===== config.mk =====
export PLATFORM = sky130hd
export DESIGN_NAME = can_rx_mbox_alloc
export DESIGN_NICKNAME = d
export VERILOG_FILES = /design/src/rtl/can_rx_pkg.sv /design/src/rtl/can_rx_filter.sv /design/src/rtl/can_rx_select.sv /design/src/rtl/can_rx_store.sv /design/src/rtl/can_rx_mbox_alloc.sv
export SDC_FILE = /design/constraint.sdc
export NUM_CORES = 2
export LEC_CHECK = 0
export CAP_MARGIN = 20
export CORE_ASPECT_RATIO = 1.1
export CORE_MARGIN = 3
export CORE_UTILIZATION = 35
export DETAILED_ROUTE_END_ITERATION = 8
export DONT_BUFFER_PORTS = 1
export PLACE_DENSITY = 0.56
export SETUP_SLACK_MARGIN = 0.5
export SKIP_LAST_GASP = 1
export SYNTH_ARGS = -nofsm -noshare
export SYNTH_HDL_FRONTEND = slang
export SYNTH_SLANG_ARGS = --single-unit

===== constraint.sdc =====
create_clock -name clk -period 13.8 [get_ports clk]
set_input_delay 1.38 -clock clk [delete_from_list [all_inputs] [get_ports clk]]
set_output_delay 1.38 -clock clk [all_outputs]
set_load 0.01 [all_outputs]

===== src/rtl/can_rx_pkg.sv =====
`timescale 1ns/1ps
package can_rx_pkg;
    localparam int ID_W      = 29;
    localparam int DLC_W     = 4;
    localparam int DATA_W    = 64;
    localparam int WORD_W    = 32;
    localparam int STD_W     = 11;
    localparam int STD_SHIFT = ID_W - STD_W;

    typedef struct packed {
        logic              ide;
        logic              rtr;
        logic [ID_W-1:0]   id;
        logic [DLC_W-1:0]  dlc;
        logic [DATA_W-1:0] data;
    } rx_frame_t;

    typedef struct packed {
        logic            ext;
        logic            mask_en;
        logic            auto_ans;
        logic [ID_W-1:0] id;
    } mbx_word_t;

    function automatic logic [ID_W-1:0] id_field(input logic ide, input logic [ID_W-1:0] id);
        return ide ? id : {id[STD_W-1:0], {STD_SHIFT{1'b0}}};
    endfunction

    function automatic logic filter_hit(input mbx_word_t f, input logic [ID_W-1:0] mask,
                                        input logic ide, input logic [ID_W-1:0] pos);
        logic [ID_W-1:0] care;
        care = f.mask_en ? ~mask : {ID_W{1'b1}};
        return (ide == f.ext) && (((pos ^ f.id) & care) == '0);
    endfunction
endpackage


===== src/rtl/can_rx_filter.sv =====
`timescale 1ns/1ps
module can_rx_filter
    import can_rx_pkg::*;
#(
    parameter int NUM_MBOX = 8,
    localparam int IDX_W = (NUM_MBOX > 1) ? $clog2(NUM_MBOX) : 1
) (
    input  logic                clk,
    input  logic                rst,
    input  logic                cfg_we,
    input  logic [IDX_W-1:0]    cfg_sel,
    input  logic [WORD_W-1:0]   cfg_id_word,
    input  logic [ID_W-1:0]     cfg_mask,
    input  logic                rx_ide,
    input  logic [ID_W-1:0]     rx_pos,
    output logic [NUM_MBOX-1:0] hit
);
    for (genvar i = 0; i < NUM_MBOX; i++) begin : g_mbx
        mbx_word_t       word_q;
        logic [ID_W-1:0] mask_q;

        always_ff @(posedge clk) begin
            if (rst) begin
                word_q <= '0;
                mask_q <= '0;
            end else if (cfg_we && (cfg_sel == IDX_W'(i))) begin
                word_q <= mbx_word_t'(cfg_id_word);
                mask_q <= cfg_mask;
            end
        end

        assign hit[i] = filter_hit(word_q, mask_q, rx_ide, rx_pos);
    end
endmodule


===== src/rtl/can_rx_select.sv =====
`timescale 1ns/1ps
module can_rx_select #(
    parameter int NUM_MBOX = 8,
    localparam int IDX_W = (NUM_MBOX > 1) ? $clog2(NUM_MBOX) : 1
) (
    input  logic [NUM_MBOX-1:0] hit,
    input  logic [NUM_MBOX-1:0] enable,
    input  logic [NUM_MBOX-1:0] is_rx,
    input  logic [NUM_MBOX-1:0] protect,
    input  logic [NUM_MBOX-1:0] pending,
    output logic [NUM_MBOX-1:0] grant,
    output logic                found,
    output logic [IDX_W-1:0]    idx
);
    logic [NUM_MBOX-1:0] eligible;

    assign eligible = hit & enable & is_rx & ~(protect & pending);

    always_comb begin
        found = 1'b0;
        idx   = '0;
        for (int i = 0; i < NUM_MBOX; i++) begin
            if (eligible[i]) begin
                found = 1'b1;
                idx   = IDX_W'(i);
            end
        end
        grant = '0;
        if (found) grant[idx] = 1'b1;
    end
endmodule


===== src/rtl/can_rx_store.sv =====
`timescale 1ns/1ps
module can_rx_store
    import can_rx_pkg::*;
#(
    parameter int NUM_MBOX = 8,
    localparam int IDX_W = (NUM_MBOX > 1) ? $clog2(NUM_MBOX) : 1
) (
    input  logic                clk,
    input  logic                rst,
    input  logic                we,
    input  logic [IDX_W-1:0]    idx,
    input  rx_frame_t           frame,
    input  logic [NUM_MBOX-1:0] rmp_clr,
    input  logic [NUM_MBOX-1:0] rml_clr,
    input  logic [IDX_W-1:0]    rd_sel,
    output logic [WORD_W-1:0]   rd_id_word,
    output logic [WORD_W-1:0]   rd_ctrl,
    output logic [WORD_W-1:0]   rd_data_lo,
    output logic [WORD_W-1:0]   rd_data_hi,
    output logic [NUM_MBOX-1:0] rmp,
    output logic [NUM_MBOX-1:0] rml
);
    rx_frame_t           slot_q [NUM_MBOX];
    logic [NUM_MBOX-1:0] rmp_q, rml_q;
    rx_frame_t           rd_f;

    always_ff @(posedge clk) begin
        if (we) slot_q[idx] <= frame;
    end

    always_ff @(posedge clk) begin
        if (rst) begin
            rmp_q <= '0;
            rml_q <= '0;
        end else begin
            rmp_q <= (rmp_q & ~rmp_clr) | (we ? (NUM_MBOX'(1) << idx) : '0);
            rml_q <= (rml_q & ~rml_clr) |
                     ((we && rmp_q[idx]) ? (NUM_MBOX'(1) << idx) : '0);
        end
    end

    assign rd_f       = slot_q[rd_sel];
    assign rd_id_word = {rd_f.ide, 2'b00, id_field(rd_f.ide, rd_f.id)};
    assign rd_ctrl    = {{(WORD_W-DLC_W-1){1'b0}}, rd_f.rtr, rd_f.dlc};
    assign rd_data_lo = rd_f.data[DATA_W-1 -: WORD_W];
    assign rd_data_hi = rd_f.data[WORD_W-1:0];
    assign rmp        = rmp_q;
    assign rml        = rml_q;
endmodule


===== src/rtl/can_rx_mbox_alloc.sv =====
`timescale 1ns/1ps
module can_rx_mbox_alloc
    import can_rx_pkg::*;
#(
    parameter int NUM_MBOX = 8,
    localparam int IDX_W = (NUM_MBOX > 1) ? $clog2(NUM_MBOX) : 1
) (
    input  logic                clk,
    input  logic                rst,
    input  logic                rx_valid,
    input  logic                rx_ide,
    input  logic                rx_rtr,
    input  logic [28:0]         rx_id,
    input  logic [3:0]          rx_dlc,
    input  logic [63:0]         rx_data,
    input  logic                cfg_we,
    input  logic [IDX_W-1:0]    cfg_sel,
    input  logic [31:0]         cfg_id_word,
    input  logic [28:0]         cfg_mask,
    input  logic [NUM_MBOX-1:0] mb_enable,
    input  logic [NUM_MBOX-1:0] mb_is_rx,
    input  logic [NUM_MBOX-1:0] mb_protect,
    input  logic [NUM_MBOX-1:0] mb_int_mask,
    input  logic [NUM_MBOX-1:0] rmp_clr,
    input  logic [NUM_MBOX-1:0] rml_clr,
    input  logic [IDX_W-1:0]    rd_sel,
    output logic [31:0]         rd_id_word,
    output logic [31:0]         rd_ctrl,
    output logic [31:0]         rd_data_lo,
    output logic [31:0]         rd_data_hi,
    output logic [NUM_MBOX-1:0] rmp,
    output logic [NUM_MBOX-1:0] rml,
    output logic                mbx_irq,
    output logic                lost_irq
);
    logic [NUM_MBOX-1:0] hit, grant;
    logic                found, store_we;
    logic [IDX_W-1:0]    store_idx;
    rx_frame_t           frame;

    assign frame = '{ide: rx_ide, rtr: rx_rtr, id: rx_id, dlc: rx_dlc, data: rx_data};

    can_rx_filter #(.NUM_MBOX(NUM_MBOX)) u_filter (
        .clk(clk), .rst(rst), .cfg_we(cfg_we), .cfg_sel(cfg_sel),
        .cfg_id_word(cfg_id_word), .cfg_mask(cfg_mask),
        .rx_ide(rx_ide), .rx_pos(id_field(rx_ide, rx_id)), .hit(hit)
    );

    can_rx_select #(.NUM_MBOX(NUM_MBOX)) u_select (
        .hit(hit), .enable(mb_enable), .is_rx(mb_is_rx), .protect(mb_protect),
        .pending(rmp), .grant(grant), .found(found), .idx(store_idx)
    );

    assign store_we = rx_valid && found;

    can_rx_store #(.NUM_MBOX(NUM_MBOX)) u_store (
        .clk(clk), .rst(rst), .we(store_we), .idx(store_idx), .frame(frame),
        .rmp_clr(rmp_clr), .rml_clr(rml_clr), .rd_sel(rd_sel),
        .rd_id_word(rd_id_word), .rd_ctrl(rd_ctrl),
        .rd_data_lo(rd_data_lo), .rd_data_hi(rd_data_hi),
        .rmp(rmp), .rml(rml)
    );

    assign mbx_irq  = |(rmp & mb_int_mask);
    assign lost_irq = |rml;
endmodule


Word level (Yosys, flattened, before mapping)
Memories as Yosys holds them, arrays and structs flattened.
Index checks and enable logic that the tools add are counted.

cells by class
  equality and inequality tests = 15
  muxes and demuxes = 31
  magnitude comparators = 1
  reduce and logical (&&, ||, !) cells = 29
  bitwise logic cells = 36
  shift-type cells = 1

operator list
  cell                   number
  $mux W29               10
  $and A29 B29 Y29       8
  $logic_not A29 Y1      8
  $not A29 Y29           8
  $xor A29 B29 Y29       8
  $and A8 B8 Y8          7
  $not A8 Y8             3
  $logic_and A1 B1 Y1    18
  $mux W8                2
  $or A8 B8 Y8           2
  $reduce_or A8 Y1       2
  $eq A3 B3 Y1 const B   4
  $mux W1                12
  $mux W3                4
  $eq A1 B1 Y1           8
  $shl A1 B3 Y8 const A  1
  $eq A3 B2 Y1 const B   2
  $lt A3 B4 Y1 const B   1
  $mux W2                2
  $bmux W1 S3            1
  $eq A3 B1 Y1 const B   1
  $logic_not A3 Y1       1

word-level totals
  memory bits (writable) = 792
  memories kept = 1
  output and inout port bits = 146
  logic and storage cells = 148
  register bits after elaboration = 496
  input port bits = 218

memories
  name            words  width  rd ports  clocked after memory_dff  wr ports  line                source
  u_store.slot_q  8      99     1         0                         1         can_rx_store.sv:23  rx_frame_t slot_q [NUM_MBOX];

Logic depth before layout (Yosys ltp)
  depth after elaboration = 20
  gate-level depth with buffers = 18
  gate-level depth less buffers = 9

Cells and area by module
Synthesis repeated with hierarchy kept, for this count alone.

unflattened totals
  cell total of the unflattened synthesis = 4077
  area total of the unflattened synthesis = 52052.4 µm²

by module, submodules not included
  module             area each (µm²)  sequential area each (µm²)  cells an instance  instances
  can_rx_store       30857.1          24103.1                     1291               1
  can_rx_filter      20601.0          9609.2                      2707               1
  can_rx_mbox_alloc  336.6            0.0                         41                 1
  can_rx_select      257.7            0.0                         38                 1

Least setup slack after synthesis
OpenSTA, ideal clock, no wires.

  path kind = input-to-reg
  start = input port rx_ide
  end = memory u_store.slot_q[4][0] in the netlist's numbering, enable pin
  stages = 15
  library setup time = 703 ps
  arrival time = 10694 ps
  setup slack = 2402 ps
  buffers on the path = 8
  required time = 13097 ps
  path through = buf_6 > buf_6 > buf_6 > buf_6 > buf_6 > buf_6 > buf_6 > buf_2 > a21oi_1 > a211oi_1 > a2111oi_0 > nand4_1 > nor2_1 > o211ai_1 > nor3b_1

between the ends
  cells in the longest elaborated chain, start to end = 19
  elaborated cells on any way between the ends = 62
  classes of those cells = eq/ne (8); mux (18); bitwise (19); reduce/logical (17)

ends and longest elaborated chain
  element                         line                     source
  start: declaration              can_rx_mbox_alloc.sv:11  input logic rx_ide,
  $mux W29                        can_rx_pkg.sv:26         return ide ? id : {id[STD_W-1:0], {STD_SHIFT{1'b0}}};
  $xor A29 B29 Y29                can_rx_pkg.sv:33         return (ide == f.ext) && (((pos ^ f.id) & care) == '0);
  $and A29 B29 Y29                can_rx_pkg.sv:33
  $logic_not A29 Y1               can_rx_pkg.sv:33
  $logic_and A1 B1 Y1             can_rx_pkg.sv:33
  $and A8 B8 Y8 (*) (3 in a row)  can_rx_select.sv:17      assign eligible = hit & enable & is_rx & ~(protect & pending);
  $mux W1 (8 in a row)            can_rx_select.sv:23      if (eligible[i]) begin
  $logic_and A1 B1 Y1             can_rx_mbox_alloc.sv:54  assign store_we = rx_valid && found;
  $mux W1                         can_rx_store.sv:28       if (we) slot_q[idx] <= frame;
  $mux W1 (implied by the code)   can_rx_store.sv:28
  end: declaration                can_rx_store.sv:23

Mark *: on every way between the ends. The rest lies on a longest branch, timed or not.

Final worst setup path
  start = input port rx_ide
  end = memory u_store.slot_q[0][13] in the netlist's numbering, enable pin

The elaborated chain is that of the path after synthesis.

==> reports/results.ini <==
[final_layout]
area_growth_pct = 10.58
register_area_um2 = 33710
drive_gt1_frac = 0.1270
fillers = 14620
nets = 4640
multiInputGateArea_um2 = 19540
final_core_util = 0.3919

[worst_setup_path]
critPathArrivalTime_ns = 7.02
cp_slowest_cell = buf_4
cp_data_required_time_ns = 14.18
critPathCaptureType = flip-flop
worstSetupPathType = input pin to flip-flop
reg2reg_slack_ns = 8.13
worst_path_largest_cell_delay_ns = 0.78
cpMostUsedCell = or4_1
worstPathCellList = xor2_1 > a211oi_2 > o21ai_1 > or4_1 > or4_1 > o32ai_1 > nand4_1 > o21bai_1 > inv_6 > buf_4
path_max_fanout = 291
startpoint_type = input pin

[place]
io_buffers = 0
hpwlAfterDp_um = 100900
gp_congestion = 0.9029

[synthesis]
synth_commonest_cells = nand2_1 (1,086), edfxtp_1 (792), a21oi_1 (630), dfxtp_1 (496), clkbuf_1 (250)
synth_cells = 4603
synth.most_common_cell = nand2_1
netlist_top_cells_area = edfxtp_1 (43%), dfxtp_1 (18%), mux4_2 (8.1%)
synth_seq_area_share = 0.6140
yosysUniqueCellTypes = 81
synth_top_area_cell = edfxtp_1
yosysTopAreaCellShare = 0.4331
avgSynthCellArea_um2 = 11.93
synth_area_um2 = 54910
synth-seq-cells = 1288
yosysWarnings = 0
synth_edf_count = 792
async_reset_ff_frac = 0
yosys_most_used_dff = edfxtp_1

[global_route]
grt_antenna_before_repair = 6
grt.overflow.total = 0
grt_start_max_net_pins = 494
grt_pass1_wl_um = 241600
grt_pass1_vias = 34290
grt_usage = 0.2030

[sta]
rsz0062_at_grt = no
skew_ns = 0.02349
slew_violations = 0
finalHoldViolCount = 0
min_period_ns = 6.630
tightest_slew_ns = 1.202
setup-tns-final_ns = 0
timing.final.crit_share = 0.4805
slew_headroom = 0.1990
setup_viol = 0
fmax_mhz = 150.8

[floorplanning]
rows = 151
core_area_um2 = 154900
die_h_um = 421.4
die_x_um = 383.7
io_pins = 364
start_util = 0.3544
dieArea_um2 = 161700

[min_path]
hp-class = flip-flop to flip-flop

[clocking]
cts_setup_buffers = 0
clk_latency_ns = 0.77
cts_buffer_depth = 3
h-tree-depth = 4
cts-resized-gates = 0
cts.reportedPaths.clkPinSlew_ns = 0.06
cts_root_buf = clkbuf_16
holdBufCountCts = 0
cts_buffers = 139
cts_tree = yes
cts_sinks = 1288

[status]
status = finished clean

[detailed_routing]
drt-initial-drc-count = 4027
wl_um = 168900
drt_drc_violations_left = 0
post_drt_wl_per_cell_um = 25.58
drtAntennaViolNets = 0
avgViaCountPerCell = 5.495
num_vias = 36280
first_pass_iters = 6

[flow_run]
timing.max_cap.violations = 0

[power]
peakVddDrop_mv = 0.09334
leakagePower_nw = 19.17
power_density_nw_per_um2 = 133.6

## flip-flops by register name (all words and copies together), names as in the netlist
register	cells
u_store.rmp	8
u_filter.g_mbx.mask_q	232
u_store.slot_q	792
u_store.rml	8
u_filter.g_mbx.word_q	248
## metal layers
layer  part of all wire  wire [µm]  up-vias  global-route usage
met5           0.000071         12        -                   0
met4              0.024       4029        2             0.05828
met3              0.098      16490      214             0.05611
li1                   -          -    16340                   -
met2               0.46      77470     1403              0.3149
met1               0.42      70850    18320              0.2781
## cell families after synthesis
family                 share of synthesized area
AND/OR/NAND/NOR                           0.1208
flip-flops                                0.6140
AO/OA/AOI/OAI                             0.1015
buffers and inverters                    0.03479
multiplexers                              0.1051
XOR/XNOR                                 0.02377
other                                 0.00006829
## worst max-delay path, delay by kind of cell
family                 cells  cell delay, ns
XOR/XNOR                   1            0.40
buffers and inverters      2            1.37
AO/OA/AOI/OAI              4            1.70
AND/OR/NAND/NOR            3            1.59
## power breakdown
group / switching [mW] / total (mW) / internal (mW)
Combinational: 0.216 / 0.388 / 0.172
Clock: 1.55 / 3.60 / 2.05
Sequential: 0.0207 / 4.13 / 4.11
Total: 1.79 / 8.11 / 6.33
## layout by cell type (no fill, tap or decap), types with 31 or more instances in the layout
cell type,n
a211oi_1,48
dfxtp_1,496
a21oi_1,630
nand2_1,1083
clkbuf_16,143
nand4_1,43
xor2_1,56
xnor2_1,93
edfxtp_1,792
a22oi_1,44
and3_1,83
buf_4,39
mux2_2,69
mux4_2,198
clkbuf_1,41
nand3b_1,37
nor4_1,32
a211o_1,46
nor2_1,69
mux2i_1,31
## through the flow
stage	instance area (µm²)	total power [mW]	std cells	hold WS (ns)	setup slack (ns)
after global placement	56280	4.591	6342	0.4370	6.712
after global routing	60700	8.379	6594	0.4678	7.528
after CTS	60650	8.192	6590	0.4507	7.529
final	60720	8.114	6602	0.4507	7.170
after detailed placement	56280	4.595	6342	0.4401	6.674
after floorplan	55020	4.589	4631	0.4312	2.402
## final cells by class
type / count / share of cell area
sequential: 1288 / 0.5552
multi-input combinational: 2922 / 0.3217
clock buffer: 194 / 0.06373
tap: 2065 / 0.04255
clock inverter: 54 / 0.008180
timing repair buffer: 46 / 0.006656
inverter: 25 / 0.001628
antenna: 8 / 0.0003297
## final timing paths
check | startpoint | end | depth (start not counted)
setup / recovery | rx_ide | u_store.slot_q[0][13] | 10
hold / removal | u_filter.g_mbx[6].mask_q[20] | u_filter.g_mbx[6].mask_q[20] | 2
setup reg to reg | u_filter.g_mbx[1].word_q[31] | u_store.slot_q[0][13] | 10
hold reg to reg | u_filter.g_mbx[6].mask_q[20] | u_filter.g_mbx[6].mask_q[20] | 2
(Power assumes the default switching activity.)
